## config.mk

```make
export PLATFORM = sky130hd
export DESIGN_NAME = clk_sel_div
export DESIGN_NICKNAME = d
export VERILOG_FILES = /design/src/rtl/clk_sel_div.sv
export SDC_FILE = /design/constraint.sdc
export NUM_CORES = 1
export LEC_CHECK = 0
export BUFFER_PORTS_ARGS = -buffer_cell sky130_fd_sc_hd__buf_2
export CELL_PAD_IN_SITES_DETAIL_PLACEMENT = 0
export CELL_PAD_IN_SITES_GLOBAL_PLACEMENT = 1
export CORE_ASPECT_RATIO = 0.8
export CORE_MARGIN = 1.5
export CORE_UTILIZATION = 44
export DETAILED_ROUTE_END_ITERATION = 8
export PLACE_DENSITY_LB_ADDON = 0.1
export SETUP_SLACK_MARGIN = 0.3
export SLEW_MARGIN = 20
export SYNTH_ARGS = -nofsm -noshare
export SYNTH_HDL_FRONTEND = slang
export SYNTH_SLANG_ARGS = --single-unit
```

## constraint.sdc

```tcl
create_clock -name clk -period 1.8 [get_ports clk]
set_clock_uncertainty 0.2 [all_clocks]
set_input_delay 0.18 -clock clk [delete_from_list [all_inputs] [get_ports clk]]
set_output_delay 0.18 -clock clk [all_outputs]
set_load 0.01 [all_outputs]
```

## src/rtl/clk_sel_div.sv

```systemverilog
module clk_sel_div #(
  parameter logic [7:0] A_CTL1 = 8'h57,
  parameter logic [7:0] A_CTL2 = 8'h58,
  parameter logic [7:0] A_CTL3 = 8'h53,
  parameter logic [7:0] A_IE   = 8'h00,
  parameter logic [7:0] A_IFG  = 8'h02,
  parameter int CNT_W = 3
) (
  input  logic       clk,
  input  logic       rst_n,
  input  logic [7:0] addr,
  input  logic       wr,
  input  logic [7:0] wdata,
  output logic [7:0] rdata,
  input  logic       dco_tick,
  input  logic       xt2_tick,
  input  logic       lf_tick,
  input  logic       lf_fault,
  input  logic       xt2_fault,
  output logic       mclk_en,
  output logic       smclk_en,
  output logic       aclk_en,
  output logic       xt2_on,
  output logic       irq
);
  localparam int NCLK = 3;
  localparam logic [CNT_W-1:0] CNT_TOP = {CNT_W{1'b1}};

  logic [7:0] ctl1, ctl2;
  logic [5:0] ctl3_hi;
  logic       fault_ie, fault_flag;
  logic       m_src;
  logic [NCLK-1:0] src, pulse;
  logic [1:0] req [NCLK];
  logic [1:0] act [NCLK];
  logic [CNT_W-1:0] cnt [NCLK];

  wire any_fault = lf_fault | xt2_fault;

  always_ff @(posedge clk or negedge rst_n) begin
    if (!rst_n) begin
      ctl1     <= 8'h87;
      ctl2     <= 8'h00;
      ctl3_hi  <= 6'h01;
      fault_ie <= 1'b0;
    end else if (wr) begin
      case (addr)
        A_CTL1: ctl1     <= wdata;
        A_CTL2: ctl2     <= wdata;
        A_CTL3: ctl3_hi  <= wdata[7:2];
        A_IE:   fault_ie <= wdata[1];
        default: ;
      endcase
    end
  end

  always_ff @(posedge clk or negedge rst_n) begin
    if (!rst_n)                  fault_flag <= 1'b1;
    else if (any_fault)          fault_flag <= 1'b1;
    else if (wr && addr == A_IFG) fault_flag <= wdata[1];
  end

  always_comb begin
    case (ctl2[7:6])
      2'b10:   m_src = xt2_tick;
      2'b11:   m_src = lf_tick;
      default: m_src = dco_tick;
    endcase
  end

  assign src    = {lf_tick, ctl2[3] ? xt2_tick : dco_tick, m_src};
  assign req[0] = ctl2[5:4];
  assign req[1] = ctl2[2:1];
  assign req[2] = ctl1[5:4];

  for (genvar g = 0; g < NCLK; g++) begin : g_div
    wire [CNT_W-1:0] mask = ~(CNT_TOP << act[g]);
    always_ff @(posedge clk or negedge rst_n) begin
      if (!rst_n) begin
        cnt[g] <= '0;
        act[g] <= 2'b00;
      end else if (src[g]) begin
        cnt[g] <= cnt[g] + 1'b1;
        if (cnt[g] == CNT_TOP) act[g] <= req[g];
      end
    end
    assign pulse[g] = src[g] & ((cnt[g] & mask) == mask);
  end

  assign mclk_en  = pulse[0];
  assign smclk_en = pulse[1];
  assign aclk_en  = pulse[2];
  assign xt2_on   = ~ctl1[7] | (ctl2[7:6] == 2'b10) | ctl2[3];
  assign irq      = fault_flag & fault_ie;

  always_comb begin
    case (addr)
      A_CTL1:  rdata = ctl1;
      A_CTL2:  rdata = ctl2;
      A_CTL3:  rdata = {ctl3_hi, xt2_fault, lf_fault};
      A_IE:    rdata = {6'b0, fault_ie, 1'b0};
      A_IFG:   rdata = {6'b0, fault_flag, 1'b0};
      default: rdata = 8'h00;
    endcase
  end
endmodule

```

After elaboration in Yosys (flattened, before gate mapping)
Cells that the tools add are included.
{"block": "classes", "addsub": 3, "eq_ne": 12, "bitwise_logic": 14, "n_mux": 5, "reduce_logical": 10, "shift": 3}
{"cell": "8-bit case mux with 5 select lines", "count": 1}
{"cell": "8-bit by 7-bit == test with 1-bit output, second input constant", "count": 3}
{"cell": "2-bit AND reduction", "count": 7}
{"cell": "3-bit by 1-bit adder with 3-bit output, second input constant", "count": 3}
{"cell": "3-bit AND", "count": 3}
{"cell": "3-bit == test", "count": 3}
{"cell": "3-bit == test, second input constant", "count": 3}
{"cell": "3-bit inverter", "count": 3}
{"cell": "3-bit by 2-bit left shift with 3-bit output, first input constant", "count": 3}
{"cell": "8-bit by 2-bit == test with 1-bit output, second input constant", "count": 1}
{"cell": "8-bit zero test", "count": 1}
{"cell": "1-bit AND", "count": 4}
{"cell": "2-bit == test, second input constant", "count": 2}
{"cell": "1-bit 2-to-1 mux", "count": 3}
{"cell": "1-bit bitwise OR", "count": 3}
{"cell": "1-bit case mux with 2 select lines", "count": 1}
{"cell": "2-bit nonzero test", "count": 1}
{"cell": "1-bit logical AND", "count": 1}
{"cell": "1-bit inverter", "count": 1}
{"block": "totals", "wordCells": 58, "register_bits": 39}

Longest topological paths before layout
{"block": "depth", "word_depth": 5, "depth_mapped": 5}

Worst setup path before layout
No wires, ideal clock.
{"block": "synth_timing", "path_kind": "in2reg", "start": "in addr[7]", "end": "reg ctl3_hi[1]", "t_required_ps": 1473, "setup_time_ps": 127, "path_slack_ps": 245, "n_path_buf": 2, "arrival_time_ps": 1228, "stages": 5, "path_cell_list": "nor4bb_1 -> buf_2 -> and3b_1 -> buf_4 -> mux2_1"}
{"block": "synth_between", "elab_chain_len": 2}
{"element": "from (decl)", "line_no": "11", "text": "input logic [7:0] addr,"}
{"element": "8-bit by 7-bit == test with 1-bit output", "line_no": "47", "text": "case (addr)"}
{"element": "2-bit AND reduction (no line)"}
{"element": "to (signal assigned)", "line_no": "50", "text": "A_CTL3: ctl3_hi <= wdata[7:2];"}
{"element": "to (decl)", "line_no": "30", "text": "logic [5:0] ctl3_hi;"}
Every way passes these cells.
A chain may end at the register's enable or synchronous reset.

Worst setup path in the final report
{"block": "layout_timing", "start": "reg ctl2[6]", "end": "out mclk_en"}
{"block": "layout_between", "elab_chain_len": 3, "word_cells_on_any_way": 4}
{"element": "from (decl)", "line_no": "29", "text": "logic [7:0] ctl1, ctl2;"}
{"element": "from (signal assigned)", "line_no": "49", "text": "A_CTL2: ctl2 <= wdata;"}
{"element": "2-bit == test", "line_no": "64", "text": "case (ctl2[7:6])"}
{"element": "1-bit case mux with 2 select lines (*)", "line_no": "64"}
{"element": "1-bit AND (*)", "line_no": "87", "text": "assign pulse[g] = src[g] & ((cnt[g] & mask) == mask);"}
{"element": "to (decl)", "line_no": "20", "text": "output logic mclk_en,"}
Every way passes the cells marked *; elsewhere a longest branch is shown, timed or not.

==> metrics.txt <==
# TYPE chip_impl_metric gauge
chip_impl_metric{name="remaining_drc_errors",unit=""} 0
chip_impl_info{name="cells_traversed_along_the_worst_timing_path",value="mux2i_2, a21o_1, a211oi_2, buf_2"} 1
chip_impl_info{name="critical_path_class",value="flop to output port"} 1
chip_impl_metric{name="avgSynthCellArea",unit="µm²"} 13.3
chip_impl_info{name="critical_path.slowest_cell",value="dfrtp_1"} 1
chip_impl_info{name="rsz0062_at_grt",value="true"} 1
chip_impl_metric{name="clock.fmax",unit="MHz"} 576
chip_impl_metric{name="via_count",unit=""} 1485
chip_impl_metric{name="detail_route.vias_per_cell",unit=""} 5.30
chip_impl_metric{name="grt_pass1_wl",unit="mm"} 7.94
chip_impl_metric{name="hold_viol_final",unit=""} 0
chip_impl_metric{name="cts.clk_slew.worst_paths",unit="ns"} 0.07
chip_impl_metric{name="globalplace.congestion",unit=""} 0.770
chip_impl_metric{name="synth.distinct_cells",unit=""} 35
chip_impl_metric{name="critPathBufInv",unit=""} 1
chip_impl_metric{name="internal_power",unit="W"} 0.00187
chip_impl_metric{name="worstSkewPairLatency",unit="ns"} 0.30
chip_impl_metric{name="global_route.usage.total",unit=""} 0.212
chip_impl_metric{name="post_layout_nonfiller_instances",unit=""} 280
chip_impl_metric{name="power.ir.vdd_worst",unit="µV"} 543
chip_impl_metric{name="detailroute.wirelength.met2",unit="mm"} 2.15
chip_impl_metric{name="finalWorstSetupSlack",unit="ns"} 0.0634
chip_impl_metric{name="yosys_register_bits",unit=""} 39
chip_impl_info{name="synth_top_cell_by_area",value="dfrtp_1"} 1
chip_impl_metric{name="clkPwrFrac",unit=""} 0.293
chip_impl_metric{name="combinationalPowerShare",unit=""} 0.251
chip_impl_metric{name="register_area_share_after_synthesis",unit=""} 0.493
chip_impl_metric{name="wirelength_met1",unit="mm"} 2.08
chip_impl_info{name="timing.critical_path.max_delay_family",value="flip-flops"} 1
chip_impl_metric{name="fin_util",unit=""} 0.668
chip_impl_metric{name="critical-path-max-stage-delay",unit="ns"} 0.40
chip_impl_metric{name="fin_worst_hold_slack",unit="ns"} 0.0113
chip_impl_metric{name="insertedDiodeCount",unit=""} 0
chip_impl_metric{name="synthToLayoutAreaGrowth",unit="%"} 42.4
chip_impl_metric{name="num-nets-final",unit=""} 252
chip_impl_metric{name="max-cap-violations",unit=""} 0
chip_impl_info{name="route.top_layer_used",value="met4"} 1
chip_impl_metric{name="core.rowCount",unit=""} 21
chip_impl_metric{name="postSynthCellCount",unit=""} 150
chip_impl_metric{name="postSynthNetCount",unit=""} 180
chip_impl_metric{name="leakagePower",unit="nW"} 1.36
chip_impl_metric{name="largest_net_degree_at_the_start_of_global_routing",unit=""} 23
chip_impl_info{name="outcome",value="completed"} 1
chip_impl_metric{name="synth.cell_area",unit="mm²"} 0.00200
chip_impl_metric{name="tightestPinTransition",unit="ns"} 0.460
chip_impl_metric{name="globalRoute.totalOverflow",unit=""} 0
chip_impl_metric{name="routed-wl-met3",unit="µm"} 178
chip_impl_metric{name="detailedRoute.firstIterationViolations",unit=""} 60
chip_impl_metric{name="tns",unit="ns"} 0
chip_impl_metric{name="pre_cts_slack",unit="ns"} -0.132
chip_impl_info{name="cts_tree",value="yes"} 1
chip_impl_info{name="cp-end-kind",value="output port"} 1
chip_impl_metric{name="finalCritPeriodShare",unit=""} 0.965
chip_impl_metric{name="cts-buffers-inserted",unit=""} 5
chip_impl_info{name="hold_path_class",value="primary input to flop"} 1
chip_impl_metric{name="power.density",unit="mW/mm²"} 908
chip_impl_metric{name="grt_antenna_before_repair",unit=""} 0
chip_impl_metric{name="routed_wl",unit="mm"} 4.51
chip_impl_info{name="critPathLaunchType",value="flop"} 1
chip_impl_metric{name="cp_max_fo",unit=""} 2
chip_impl_metric{name="remaining_antenna_violation_count_after_routing",unit=""} 0
chip_impl_metric{name="fin_crit",unit="ns"} 1.74
chip_impl_metric{name="initial_utilization",unit=""} 0.469
chip_impl_metric{name="route.detailed.wl_per_inst",unit="µm"} 16.1
chip_impl_metric{name="detailedRoute.firstPassIterationCount",unit=""} 4
chip_impl_info{name="ctsRootBufferMaster",value="clkbuf_8"} 1
chip_impl_metric{name="seqPwrFrac",unit=""} 0.456
chip_impl_metric{name="finalSetupViolations",unit=""} 0
chip_impl_metric{name="synthesis.yosys.warnings",unit=""} 0
chip_impl_info{name="netlist_top_cells_area",value="dfrtp_1 (41%), mux2_1 (16%), dfstp_2 (7.9%)"} 1
chip_impl_metric{name="p_sw_frac",unit=""} 0.275
chip_impl_metric{name="clock_path_buffers",unit=""} 2
chip_impl_metric{name="io_buffers",unit=""} 36
chip_impl_metric{name="netSwitchingPower",unit="W"} 0.000711
chip_impl_metric{name="cts_htree_levels",unit=""} 2
chip_impl_metric{name="grt_pass1_vias",unit=""} 1654
chip_impl_metric{name="timing.slew.headroom",unit=""} 0.693
chip_impl_metric{name="placedCellCount",unit=""} 248
chip_impl_metric{name="dp_hpwl",unit="mm"} 3.15
chip_impl_metric{name="yosysTopAreaCellShare",unit=""} 0.414
chip_impl_metric{name="layout-drive-gt1-share",unit=""} 0.525
chip_impl_metric{name="die_area",unit="mm²"} 0.00495
chip_impl_metric{name="slew_viol_final",unit=""} 0
chip_impl_metric{name="cts_sinks",unit=""} 39
chip_impl_metric{name="die_height",unit="µm"} 63.2
chip_impl_metric{name="core",unit="mm²"} 0.00426
chip_impl_metric{name="ios",unit=""} 37
chip_impl_metric{name="floorplan.die.width",unit="µm"} 78.3
chip_impl_metric{name="arrival",unit="ns"} 1.36
chip_impl_metric{name="cp_data_required_time",unit="ns"} 1.42
## cell usage in the layout, fill, tap and decap left out, drive strengths merged, types with 2 or more instances in the layout
cell         netlist  layout
nand2b             2       2
dfstp              6       6
ha                 6       6
dfrtp             33      33
mux2              36      36
a21oi              2       2
xnor2              2       2
mux2i             11      11
clkbuf             0       6
nand4b             2       2
buf                4      59
inv                4       4
nor2               7       7
and2               2       2
o21ai              5       5
nand3              3       3
nor3               4       4
a211oi             2       2
dlygate4sd3        0      10
o2bb2ai            7       7
## state kept, by name, summed over array words and instances, names as in the netlist
register    count
fault_ie        1
fault_flag      1
cnt             9
act             6
ctl1            8
ctl3_hi         6
ctl2            8
## layer usage
| metal | global-route usage | vias up |
|---|---|---|
| li1 | - | 699 |
| met1 | 0.270 | 741 |
| met2 | 0.346 | 36 |
| met3 | 0.0478 | 9 |
| met4 | 0.0938 | 0 |
| met5 | 0 | - |
## cells by family after synthesis
kind of cell,Yosys count,synth area share
multiplexers,47,0.258
flip-flops,39,0.493
adder cells (fa/ha/maj),6,0.0376
AO/OA/AOI/OAI,18,0.0633
XOR/XNOR,3,0.0132
AND/OR/NAND/NOR,29,0.116
buffers and inverters,8,0.0188
## worst paths after layout
check | from | cells past startpoint | end | slack [ns]
setup / recovery | ctl2[6]$_DFFE_PN0P_ | 4 | mclk_en | 0.06
max in group asynchronous | rst_n | 3 | ctl3_hi[0]$_DFFE_PN1P_ | 0.70
min in group asynchronous | rst_n | 2 | ctl3_hi[4]$_DFFE_PN0P_ | 0.16
hold / removal | xt2_fault | 3 | fault_flag$_DFFE_PN1P_ | 0.01
hold reg to reg | ctl1[3]$_DFFE_PN0P_ | 1 | ctl1[3]$_DFFE_PN0P_ | 0.29
setup reg to reg | ctl2[3]$_DFFE_PN0P_ | 4 | act[2]$_DFFE_PN0P_ | 0.19
## cell usage after synthesis (all sizes together)
cell and number:
xnor2 2, mux2 36, nand3 3, o211ai 1
dfstp 6, xor2 1, inv 4, o2bb2ai 7
nand3b 1, nor3 4, nor2 7, a21oi 2
nand2 1, nand2b 2, and4b 1, buf 4
a211oi 2, o21ai 5, and2 2, or4b 1
nor4 1, a21o 1, nor4bb 1, or4 1
and3b 1, mux2i 11, dfrtp 33, nor4b 1
nand4b 2, ha 6
## worst reg2reg max path, cell delays in order, from the launching register on
cell and delay [ns]:
dfrtp_2 0.41, mux2i_4 0.29, buf_4 0.16, nand2b_4 0.12, mux2_1 0.31
## power groups by stage
stage               logic, W  clock network (W)  registers, W
finish              0.000647           0.000757       0.00118
global placement    0.000457                  0       0.00117
floorplan           0.000343                  0       0.00115
global route        0.000751           0.000813       0.00121
detailed placement  0.000495                  0       0.00119
CTS                 0.000633           0.000771       0.00118
## per-stage QoR
| stage | power (W) | instance area, µm² |
|---|---|---|
| 3_3_place_gp | 0.00163 | 2350 |
| 3_5_place_dp | 0.00168 | 2350 |
| 4_1_cts | 0.00258 | 2800 |
| 5_1_grt | 0.00277 | 2840 |
| 2_1_floorplan | 0.00149 | 2050 |
| 6_report | 0.00258 | 2840 |
## area by class of cell
class / count / area [µm²]
clock inverters: 2 / 35.0
repair buffers: 69 / 503
well taps: 57 / 71.3
flip-flops and latches: 39 / 986
fillers: 338 / 1410
inverters: 4 / 15.0
multi-input cells: 103 / 1150
clock buffers: 6 / 82.6
## what timing repair did
item	4_1_cts	5_1_grt
setup endpoints to repair	26	24
gates resized for setup	33	7
endpoints found under the hold margin	61	0
hold buffers	10	0
setup buffers	12	2
pin swaps	13	4
(Power assumes the default switching activity.)
